File: config.mk
export PLATFORM = sky130hd
export DESIGN_NAME = rw_tree_mult
export DESIGN_NICKNAME = d
export VERILOG_FILES = /design/src/rtl/rw_pkg.sv /design/src/rtl/rw_fa.sv /design/src/rtl/rw_ha.sv /design/src/rtl/rw_ppgen.sv /design/src/rtl/rw_stage.sv /design/src/rtl/rw_ks_adder.sv /design/src/rtl/rw_tree_mult.sv
export SDC_FILE = /design/constraint.sdc
export NUM_CORES = 1
export LEC_CHECK = 0
export BUFFER_PORTS_ARGS = -buffer_cell sky130_fd_sc_hd__buf_2
export CORE_ASPECT_RATIO = 0.75
export CORE_UTILIZATION = 50
export DETAILED_ROUTE_END_ITERATION = 6
export PLACE_DENSITY = 0.76
export SLEW_MARGIN = 20
export SYNTH_ARGS = -nofsm -noshare
export SYNTH_HDL_FRONTEND = slang
export SYNTH_SLANG_ARGS = --single-unit
File: constraint.sdc
create_clock -name vclk -period 5.68
set_clock_uncertainty 0.15 [all_clocks]
set_input_delay 0.284 -clock vclk [all_inputs]
set_output_delay 0.284 -clock vclk [all_outputs]
set_load 0.01 [all_outputs]
File: src/rtl/rw_pkg.sv
package rw_pkg;

  parameter int W = 8;

  localparam int NCOL = 2 * W;
  localparam int MAXH = W;

  typedef logic [NCOL-1:0][MAXH-1:0] dots_t;

  typedef struct packed {
    int hin;
    int nfa;
    int nha;
    int hout;
  } cplan_t;

  function automatic int num_stages();
    int d;
    int n;
    d = 2;
    n = 0;
    while (d < W) begin
      n++;
      d = (d * 3) / 2;
    end
    return n;
  endfunction

  localparam int NSTG = num_stages();
  localparam int LOWN = NSTG + 1;
  localparam int FW   = NCOL - 1 - LOWN;

  // Height allowed after stage s (s = 0 is the first stage).
  function automatic int stage_limit(int s);
    int d;
    d = 2;
    for (int k = 0; k < NSTG - 1 - s; k++) d = (d * 3) / 2;
    return d;
  endfunction

  function automatic int init_height(int c);
    if (c < W) return c + 1;
    if (c < NCOL - 1) return NCOL - 1 - c;
    return 0;
  endfunction

  // Compressor plan of column col in stage stg. Full adders are taken greedily.
  // A half adder is added where the next height would break the limit, and
  // always at the lowest column holding two dots (this finishes a product bit).
  function automatic cplan_t plan_of(int stg, int col);
    int     h  [NCOL];
    int     hn [NCOL];
    int     cin;
    int     f;
    int     r;
    int     ha;
    int     lim;
    int     low;
    cplan_t res;
    res = '0;
    for (int c = 0; c < NCOL; c++) h[c] = init_height(c);
    for (int s = 0; s <= stg; s++) begin
      lim = stage_limit(s);
      low = -1;
      for (int c = 0; c < NCOL; c++)
        if (low < 0 && h[c] > 1) low = c;
      cin = 0;
      for (int c = 0; c < NCOL; c++) begin
        f  = h[c] / 3;
        r  = h[c] % 3;
        ha = 0;
        if (r >= 2 && (c == low || (r + f + cin) > lim)) ha = 1;
        hn[c] = (r - 2 * ha) + f + ha + cin;
        if (s == stg && c == col) res = '{h[c], f, ha, hn[c]};
        cin = f + ha;
      end
      for (int c = 0; c < NCOL; c++) h[c] = hn[c];
    end
    return res;
  endfunction

endpackage

File: src/rtl/rw_fa.sv
module rw_fa (
  input  logic x,
  input  logic y,
  input  logic z,
  output logic s,
  output logic co
);

  assign s  = x ^ y ^ z;
  assign co = (x & y) | (z & (x ^ y));

  always_comb begin
    a_r3_fa_weight: assert ({co, s} == ({1'b0, x} + {1'b0, y} + {1'b0, z}));
  end

endmodule

File: src/rtl/rw_ha.sv
module rw_ha (
  input  logic x,
  input  logic y,
  output logic s,
  output logic co
);

  assign s  = x ^ y;
  assign co = x & y;

  always_comb begin
    a_r3_ha_weight: assert ({co, s} == ({1'b0, x} + {1'b0, y}));
  end

endmodule

File: src/rtl/rw_ppgen.sv
module rw_ppgen
  import rw_pkg::*;
(
  input  logic [W-1:0] a,
  input  logic [W-1:0] b,
  output dots_t        pp
);

  // Column c holds a[i] & b[c-i]; dots are packed from row 0 upward.
  for (genvar c = 0; c < NCOL; c++) begin : g_col
    localparam int LO = (c > W - 1) ? c - W + 1 : 0;
    localparam int H  = init_height(c);
    for (genvar j = 0; j < MAXH; j++) begin : g_dot
      if (j < H) begin : g_and
        assign pp[c][j] = a[LO + j] & b[c - LO - j];
      end else begin : g_zero
        assign pp[c][j] = 1'b0;
      end
    end
  end

endmodule

File: src/rtl/rw_stage.sv
module rw_stage
  import rw_pkg::*;
#(
  parameter int STG = 0
) (
  input  dots_t din,
  output dots_t dout
);

  localparam int LIM = stage_limit(STG);

  logic [NCOL-1:0][MAXH-1:0] cry;

  for (genvar c = 0; c < NCOL; c++) begin : g_col
    localparam cplan_t P    = plan_of(STG, c);
    localparam int     USED = 3 * P.nfa + 2 * P.nha;
    localparam int     RL   = P.hin - USED;
    localparam int     NS   = P.nfa + P.nha;

    logic [MAXH-1:0] sm;
    logic [MAXH-1:0] cr;
    logic [MAXH-1:0] cin_v;

    for (genvar j = 0; j < MAXH; j++) begin : g_slot
      if (j < P.nfa) begin : g_full
        rw_fa u_fa (
          .x (din[c][3*j]),
          .y (din[c][3*j+1]),
          .z (din[c][3*j+2]),
          .s (sm[j]),
          .co(cr[j])
        );
      end else if (j == P.nfa && P.nha != 0) begin : g_half
        rw_ha u_ha (
          .x (din[c][USED-2]),
          .y (din[c][USED-1]),
          .s (sm[j]),
          .co(cr[j])
        );
      end else begin : g_none
        assign sm[j] = 1'b0;
        assign cr[j] = 1'b0;
      end
    end

    assign cry[c] = cr;

    if (c == 0) begin : g_nocin
      assign cin_v = '0;
    end else begin : g_cin
      assign cin_v = cry[c-1];
    end

    // Next column: untouched dots, then own sums, then carries from below.
    assign dout[c] = (din[c] >> USED) | (sm << RL) | (cin_v << (RL + NS));
  end

  always_comb begin
    for (int c = 0; c < NCOL; c++) begin
      for (int j = 0; j < MAXH; j++) begin
        if (j >= LIM) begin
          a_r4_row_limit: assert (!dout[c][j]);
        end
        if (j >= init_height(c)) begin
          a_r4_input_pad: assert (!(STG == 0 && din[c][j]));
        end
      end
      if (c <= STG + 1) begin
        a_r5_column_settled: assert (dout[c][MAXH-1:1] == '0);
      end
    end
    a_r7_no_carry_lost: assert (cry[NCOL-1] == '0);
  end

endmodule

File: src/rtl/rw_ks_adder.sv
module rw_ks_adder #(
  parameter int N = 10
) (
  input  logic [N-1:0] x,
  input  logic [N-1:0] y,
  output logic [N:0]   s
);

  localparam int LG = $clog2(N);

  logic [LG:0][N-1:0] g;
  logic [LG:0][N-1:0] pr;

  assign g[0]  = x & y;
  assign pr[0] = x ^ y;

  for (genvar l = 0; l < LG; l++) begin : g_lvl
    localparam int D = 1 << l;
    for (genvar i = 0; i < N; i++) begin : g_bit
      if (i >= D) begin : g_merge
        assign g[l+1][i]  = g[l][i] | (pr[l][i] & g[l][i-D]);
        assign pr[l+1][i] = pr[l][i] & pr[l][i-D];
      end else begin : g_pass
        assign g[l+1][i]  = g[l][i];
        assign pr[l+1][i] = pr[l][i];
      end
    end
  end

  assign s[0] = pr[0][0];
  for (genvar i = 1; i < N; i++) begin : g_sum
    assign s[i] = pr[0][i] ^ g[LG][i-1];
  end
  assign s[N] = g[LG][N-1];

  always_comb begin
    logic acc;
    acc = 1'b1;
    for (int i = 0; i < N; i++) begin
      acc = acc & (x[i] ^ y[i]);
      a_r6_prefix_span: assert (pr[LG][i] == acc);
    end
    a_r6_prefix_sum: assert (s == ({1'b0, x} + {1'b0, y}));
  end

endmodule

File: src/rtl/rw_tree_mult.sv
module rw_tree_mult
  import rw_pkg::*;
(
  input  logic [7:0]  op_a,
  input  logic [7:0]  op_b,
  output logic [15:0] prod
);

  dots_t lvl [NSTG+1];

  rw_ppgen u_pp (
    .a (op_a),
    .b (op_b),
    .pp(lvl[0])
  );

  for (genvar s = 0; s < NSTG; s++) begin : g_stage
    rw_stage #(.STG(s)) u_stage (
      .din (lvl[s]),
      .dout(lvl[s+1])
    );
  end

  dots_t fin;
  assign fin = lvl[NSTG];

  for (genvar k = 0; k < LOWN; k++) begin : g_low
    assign prod[k] = fin[k][0];
  end

  logic [FW-1:0] row_x;
  logic [FW-1:0] row_y;
  logic [FW:0]   upper;

  for (genvar i = 0; i < FW; i++) begin : g_rows
    assign row_x[i] = fin[LOWN+i][0];
    assign row_y[i] = fin[LOWN+i][1];
  end

  rw_ks_adder #(.N(FW)) u_final (
    .x(row_x),
    .y(row_y),
    .s(upper)
  );

  assign prod[NCOL-1:LOWN] = upper;

  logic [NCOL-1:0] chk_ref;
  assign chk_ref = {{W{1'b0}}, op_a} * {{W{1'b0}}, op_b};

  always_comb begin
    a_r1_product: assert (prod == chk_ref);
    a_r2_lsb: assert (prod[0] == (op_a[0] & op_b[0]));
    a_r5_early_bits: assert (prod[LOWN-1:0] == chk_ref[LOWN-1:0]);
    for (int c = 0; c < NCOL; c++) begin
      for (int j = 0; j < MAXH; j++) begin
        if (j >= 2 || c == NCOL - 1 || (c < LOWN && j >= 1)) begin
          a_r6_two_rows: assert (!fin[c][j]);
        end
      end
    end
  end

endmodule

After elaboration in Yosys (flattened, before gate mapping)
Cells that the tools add are included.
W data, S select, Z words.

storage, ports and cells
  input bits = 16
  logic and storage cells = 423
  output and inout bits = 16
  register bits after elaboration = 0

cells by class
  bitwise operators = 423

operators by type and width
  cell                  count
  $and A1 B1 Y1         190
  $xor A1 B1 Y1         94
  $or A1 B1 Y1          66
  $or A2 B3 Y3          11
  $or A1 B2 Y2          14
  $or A5 B3 Y5          4
  $or A8 B5 Y8          2
  $or A2 B2 Y2          6
  $or A2 B4 Y4          3
  $and A10 B10 Y10      1
  $or A5 B2 Y5          2
  $xor A10 B10 Y10      1
  $or A3 B2 Y3          3
  $or A3 B4 Y4          2
  $or A8 B3 Y8          1
  $or A8 B4 Y8          1
  $or A1 B1 Y1 const A  7
  $or A1 B3 Y3          2
  $or A2 B1 Y2          3
  $or A4 B6 Y6          1
  $or A3 B5 Y5          1
  $or A5 B1 Y5          1
  $or A5 B4 Y5          1
  $or A2 B1 Y2 const A  2
  4 further kinds       4

Depth between registers and ports, before layout
Gate-level depths: netlist of the first run.

  depth after elaboration = 26
  mapped depth = 15
  depth with buffers taken out = 15

By module
Synthesis of the first run repeated with hierarchy kept, for this count alone.

unflattened totals
  cells, all modules = 739
  area total of the unflattened synthesis = 5910.7 um^2

by module, submodules not included
  module                             cells an instance  instances  sequential area each (um^2)  area each (um^2)
  rw_stage (g_stage[2].u_stage ...)  129                2          0.0                          944.7
  rw_stage (g_stage[1].u_stage)      129                1          0.0                          934.6
  rw_stage (g_stage[0].u_stage)      127                1          0.0                          923.4
  rw_ppgen                           129                1          0.0                          884.6
  rw_fa                              1                  39         0.0                          20.0
  rw_ks_adder                        50                 1          0.0                          410.4
  rw_ha                              1                  7          0.0                          12.5

Least setup slack after synthesis of the first run
No wires, ideal clock.

  kind = in2out
  start point = in op_a[2]
  end point = out prod[14]
  stages on the path = 14
  arrival = 3.848 ns
  path buffers = 0
  data required time = 5.246 ns
  path slack = 1.398 ns
  cells stage by stage = nand2_1 -> fa_1 -> inv_1 -> fa_1 -> fa_1 -> inv_1 -> fa_1 -> inv_1 -> ha_1 -> and3_1 -> a2111oi_4 -> o31ai_1 -> a21oi_1 -> xnor2_1

between the ends
  word-level cells in the longest chain between the ends = 25
  elaborated cells between the ends (all ways) = 218
  classes of those cells = bitwise: 218

ends and longest elaborated chain
  element                                                      RTL line                              source
  start: declaration                                           rw_tree_mult.sv:4                     input logic [7:0] op_a,
  $and A1 B1 Y1                                                rw_ppgen.sv:15                        assign pp[c][j] = a[LO + j] & b[c - LO - j];
  $xor A1 B1 Y1                                                rw_fa.sv:9, rw_fa.sv:10
  $xor A1 B1 Y1                                                rw_fa.sv:9                            assign s = x ^ y ^ z;
  $or A1 B3 Y3                                                 rw_stage.sv:55                        assign dout[c] = (din[c] >> USED) | (sm << RL) | (cin_v << (RL + NS));
  $or A8 B5 Y8                                                 rw_stage.sv:55
  $xor A1 B1 Y1                                                rw_fa.sv:9, rw_fa.sv:10
  $xor A1 B1 Y1                                                rw_fa.sv:9
  $or A3 B2 Y3                                                 rw_stage.sv:55
  [... 9 more ...]                                             --
  $xor A10 B10 Y10 / $and A10 B10 Y10 (equally long branches)  rw_ks_adder.sv:15, rw_ks_adder.sv:14
  $and A1 B1 Y1 (on tied branches)                             rw_ks_adder.sv:21, rw_ks_adder.sv:22
  $or A1 B1 Y1 / $and A1 B1 Y1 (equally long branches)         rw_ks_adder.sv:21                     assign g[l+1][i] = g[l][i] | (pr[l][i] & g[l][i-D]);
  $or A1 B1 Y1                                                 rw_ks_adder.sv:21
  $and A1 B1 Y1                                                rw_ks_adder.sv:21
  $or A1 B1 Y1                                                 rw_ks_adder.sv:21
  $or A1 B1 Y1 *                                               rw_ks_adder.sv:21
  $xor A1 B1 Y1 *                                              rw_ks_adder.sv:32                     assign s[i] = pr[0][i] ^ g[LG][i-1];
  end: declaration                                             rw_tree_mult.sv:6                     output logic [15:0] prod

Every way passes the cells marked *; elsewhere a longest branch is shown, timed or not.

Worst setup path after layout of the first run
Ends and elaborated chain as after synthesis.

==> results of run 1 <==
-- metrics by stage --
| stage | utilization [%] | cell area [um2] | total power [uW] | worst slack, ns |
|---|---|---|---|---|
| 2_1_floorplan | - | 1800 | 448 | 1.40 |
| 3_3_place_gp | 59.0 | 1980 | 594 | 1.01 |
| 3_5_place_dp | 59.0 | 1980 | 607 | 0.970 |
| 4_1_cts | 59.0 | 1980 | 609 | 0.959 |
| 5_1_grt | 59.0 | 1980 | 682 | 0.770 |
| 6_report | 59.0 | 1980 | 598 | 0.970 |
-- per-layer routing --
layer  part of all wire (%)  GRT usage (%)
met4                      0              0
met5                      0              0
met1                     51           30.7
met2                     48           31.4
met3                    1.6              0
-- cell type report --
cell class,count,area (um2)
fill,314,1380
timing repair buffer,32,160
multi-input combinational,155,1580
tap,40,50.0
inverter,50,188
-- worst max-delay path by stage --
stage                 start  endpoint  slack (ns)  cells after the start
CTS                 op_a[2]  prod[14]        0.96                     16
global placement    op_a[2]  prod[14]        1.01                     16
detailed placement  op_a[2]  prod[14]        0.97                     16
global route        op_b[4]  prod[14]        0.77                     16
floorplan           op_a[2]  prod[14]        1.40                     14
finish              op_a[2]  prod[14]        0.97                     16
-- logic make-up after synthesis --
family	after synthesis	share of synthesized area, %
buffers and inverters	54	12.1
AND/OR/NAND/NOR	73	21.1
AO/OA/AOI/OAI	17	6.67
adder cells (fa/ha/maj)	57	56.3
XOR/XNOR	8	3.89
-- cell usage after synthesis --
master and instances:
buf_4 4, and3_4 1, and2_2 2, xnor2_1 7, o21bai_1 1, a21oi_1 8, xor2_1 1, a21boi_1 1
nand2b_1 1, nor2b_1 2, and3_1 1, inv_1 50, fa_1 40, and2_1 32, a21o_1 2, o21ai_0 2
o21ai_1 1, a2111oi_4 1, ha_1 17, nand2_1 34, o31ai_1 1
-- power groups by stage --
stage	Combinational (uW)	Sequential [uW]	Clock (uW)
after floorplan	448	0	0
after global placement	594	0	0
after detailed placement	607	0	0
after CTS	609	0	0
after global routing	682	0	0
final	598	0	0
==> flow_metrics.tcl, run 1 <==
set metrics [dict create \
    whs_ns 0.834 \
    cts_setup_buffers 0 \
    status "complete, no violations" \
    drt_iter0_markers 56 \
    finalSetupViolCount 0 \
    yosysSeqAreaShare_pct 0 \
    hold_path_depth 3 \
    hold_path_end "prod[0]" \
    period_needed_ns 4.71 \
    p_int_uw 275 \
    overflow 0 \
    fin_cells 277 \
    critPathCaptureType "output port" \
    worstPathRequired_ns 5.25 \
    cap_violations 0 \
    grt_util_all_layers_pct 19.2 \
    finalHoldViolCount 0 \
    final_common_cell "inv_1" \
    vias_per_cell 5.02 \
    dp.cells 277 \
    crit_buf_inv 5 \
    power_density_nw_per_um2 302 \
    synthCells 209 \
    seq_area_um2 0 \
    synth_area_per_cell_um2 8.61 \
    hp-class "in2out" \
    rows 18 \
    die_w_um 71.3 \
    critPathLaunchType "input port" \
    final_cell_mix "50 x inv_1, 40 x fa_1, 34 x nand2_1" \
    switchingPower_uw 324 \
    crit_chain "buf_2, nand2_1, fa_1, inv_1, fa_1, fa_1, inv_1, fa_1, inv_1, ha_1, and3_1, a2111oi_4, o31ai_1, a21oi_1, xnor2_1, buf_2" \
    slowest_stage "fa_1" \
    criticalPathCategory "in2out" \
    start_util_pct 53.7 \
    power_frac_clock_pct 0 \
    ctsHoldBuffers 0 \
    wl_per_cell_um 12.1 \
    ir_drop_mv 0.249 \
    firstDrtPassIters 4 \
    via_count 1391 \
    grt_max_degree 9 \
    die_h_um 54.0 \
    p_leak_uw 0.00109 \
    maxSlewViolCount 0 \
    maxSlewHeadroom_pct 75.9 \
    synth_fp_nets 282 \
    rsz0062_at_grt "no" \
    cpPeakStageDelay_ns 0.54 \
    fin_tns_setup_ns 0 \
    synthToLayoutAreaGrowth_pct 10.0 \
    min_period_over_period_pct 82.9 \
    cp_top_family "adder cells" \
    place.gp.congestion 0.846 \
    worst_pin_slew_ns 0.362 \
    drive_gt1_share_pct 15.2 \
    syn_area_um2 1800 \
    cpMostUsedCell "fa_1" \
    dieArea_um2 3850 \
    hold_start "op_a[0]" \
    place_hpwl_um 2970 \
    portBuffers 32 \
    drc_errors 0 \
    antenna_found_initial 0 \
    grt_pass1_wl_um 5730 \
    pin_count 32 \
    antennaDiodeCount 0 \
    crit_path_max_fanout 8 \
    core_area_um2 3360 \
    post_cts_resized 0 \
    arrival_ns 4.28 \
    synthTopCellsByArea "fa_1 44%, ha_1 12%, and2_1 11%" \
    synth_top_area_share_pct 44.5 \
    ys_types 21 \
    num-clock-buffers 0 \
    ant_nets 0 \
    grt_pass1_vias 1254 \
    seq_cells 0 \
    p_sw_share_pct 54.1 \
    yosysTopAreaCell "fa_1" \
    combinationalPowerShare_pct 100.0 \
    drt_wl_total_um 3340 \
    pwr-share-seq_pct 0 \
    yosys_warnings 0 \
    fmax_mhz 212 \
    nets 312 \
]
No activity file was read; power rests on OpenSTA's default activity.
==> run 2, diff against run 1 <==
--- a/config.mk
+++ b/config.mk
@@ -5,11 +5,12 @@
 export SDC_FILE = /design/constraint.sdc
 export NUM_CORES = 1
 export LEC_CHECK = 0
+export ABC_AREA = 1
 export BUFFER_PORTS_ARGS = -buffer_cell sky130_fd_sc_hd__buf_2
 export CORE_ASPECT_RATIO = 0.75
 export CORE_UTILIZATION = 50
 export DETAILED_ROUTE_END_ITERATION = 6
-export PLACE_DENSITY = 0.76
+export PLACE_DENSITY = 0.75
 export SLEW_MARGIN = 20
 export SYNTH_ARGS = -nofsm -noshare
 export SYNTH_HDL_FRONTEND = slang
==> constraint.sdc (replaced) <==
create_clock -name vclk -period 4.7
set_clock_uncertainty 0.15 [all_clocks]
set_input_delay 0.235 -clock vclk [all_inputs]
set_output_delay 0.235 -clock vclk [all_outputs]
set_load 0.01 [all_outputs]
==> flow_metrics.tcl, run 2 <==
set metrics [dict create \
    rsz0062_at_grt "no" \
    slowest_stage "fa_1" \
    finalHoldViolCount 0 \
    syn_area_um2 1970 \
    grt_max_degree 9 \
    hold_path_end "prod[0]" \
    crit_buf_inv 4 \
    antennaDiodeCount 0 \
    final_common_cell "nand2_1" \
    ir_drop_mv 0.272 \
    finalSetupViolCount 0 \
    fillers 380 \
    via_count 1640 \
    cp_top_family "adder cells" \
    portBuffers 32 \
    p_leak_uw 0.00145 \
    final_cell_mix "97 x nand2_1, 91 x inv_1, 40 x fa_1" \
    min_period_over_period_pct 90.2 \
    crit_path_max_fanout 8 \
    yosysTopAreaCell "fa_1" \
    drive_gt1_share_pct 11.5 \
    hp-class "in2out" \
    die_w_um 74.5 \
    nets 380 \
    seq_area_um2 0 \
    finish.instance_area_um2 2110 \
    synth.most_common_cell "nand2_1" \
    status "complete, no violations" \
    wl_per_cell_um 9.78 \
    synthCells 293 \
    worst_pin_slew_ns 0.267 \
    post_cts_resized 0 \
    core_area_um2 3710 \
    drt_iter0_markers 62 \
    power_density_nw_per_um2 347 \
    synthTopCellsByArea "fa_1 41%, nand2_1 18%, inv_1 17%" \
    grt_pass1_wl_um 6580 \
    maxSlewViolCount 0 \
    hold_path_depth 4 \
    fmax_mhz 236 \
    drc_errors 0 \
    grt_util_all_layers_pct 19.6 \
    worstPathRequired_ns 4.32 \
    place.gp.congestion 0.872 \
    synthToLayoutAreaGrowth_pct 6.85 \
    critPathLaunchType "input port" \
    fin_tns_setup_ns 0 \
    start_util_pct 53.2 \
    ys_types 17 \
    period_needed_ns 4.24 \
    critPathCaptureType "output port" \
    yosys_warnings 0 \
    cap_violations 0 \
    place_hpwl_um 3100 \
    yosysSeqAreaShare_pct 0 \
    synth_commonest_cells "97 x nand2_1, 91 x inv_1, 40 x fa_1, 17 x ha_1, 16 x clkbuf_1" \
    pin_count 32 \
    maxSlewHeadroom_pct 82.2 \
    drt_wl_total_um 3490 \
    antenna_found_initial 0 \
    firstDrtPassIters 5 \
    power_uw 731 \
    vias_per_cell 4.59 \
    dieArea_um2 4200 \
    num-clock-buffers 0 \
    die_h_um 56.4 \
    grt_pass1_vias 1548 \
    cpPeakStageDelay_ns 0.56 \
    ant_nets 0 \
    crit_chain "buf_2, nand2_1, fa_1, fa_1, fa_1, fa_1, inv_1, ha_1, inv_1, fa_1, nand3b_1, nand2_1, nand3_1, nand2_1, nand2_1, nand2_1, buf_2" \
    cts_setup_buffers 0 \
    arrival_ns 3.85 \
    multi_input_area_um2 1540 \
    setup_ws_ns 0.463 \
    placed_area_um2 2110 \
    whs_ns 0.683 \
    synth_area_per_cell_um2 6.73 \
    hold_start "op_a[0]" \
    overflow 0 \
    synth_top_area_share_pct 40.6 \
    rows 19 \
    place_ws_ns 0.452 \
    criticalPathCategory "in2out" \
    seq_cells 0 \
    ctsHoldBuffers 0 \
    synth_fp_nets 366 \
]
==> run 2: logic make-up after synthesis <==
kind of cell	synth area share, %
compound gates	1.90
xor+xnor	1.78
fa+ha+maj	51.4
buf+inv	21.9
simple gates	23.0
==> run 2: how the worst max path moves through the flow <==
stage,end,start,cells after the start,slack [ns]
after detailed placement,prod[11],op_b[4],17,0.45
after CTS,prod[11],op_b[4],17,0.44
final,prod[11],op_b[4],17,0.46
after global routing,prod[13],op_b[3],19,0.10
after global placement,prod[11],op_b[4],17,0.46
after floorplan,prod[12],op_a[2],16,0.71
==> run 2: area by class of cell <==
type,count,area share (%)
Multi-Input combinational cell,182,73.1
Tap cell,52,3.09
Inverter,91,16.2
Timing Repair Buffer,32,7.60
==> run 2: where the power goes <==
| group | internal (uW) | switching [uW] |
|---|---|---|
| Clock | 0 | 0 |
| Sequential | 0 | 0 |
| Combinational | 297 | 434 |
==> run 2: through the flow <==
stage                     utilization [%]  instances
after floorplan                         -        293
after global placement               56.8        357
after detailed placement             56.8        357
after CTS                            56.8        357
after global routing                 56.8        357
final                                56.8        357
==> run 2: per-layer routing <==
layer	GRT usage [%]	wire length [um]
met4	0.539	0
met3	0.359	178
met5	0	0
met2	32.3	1610
met1	30.4	1700
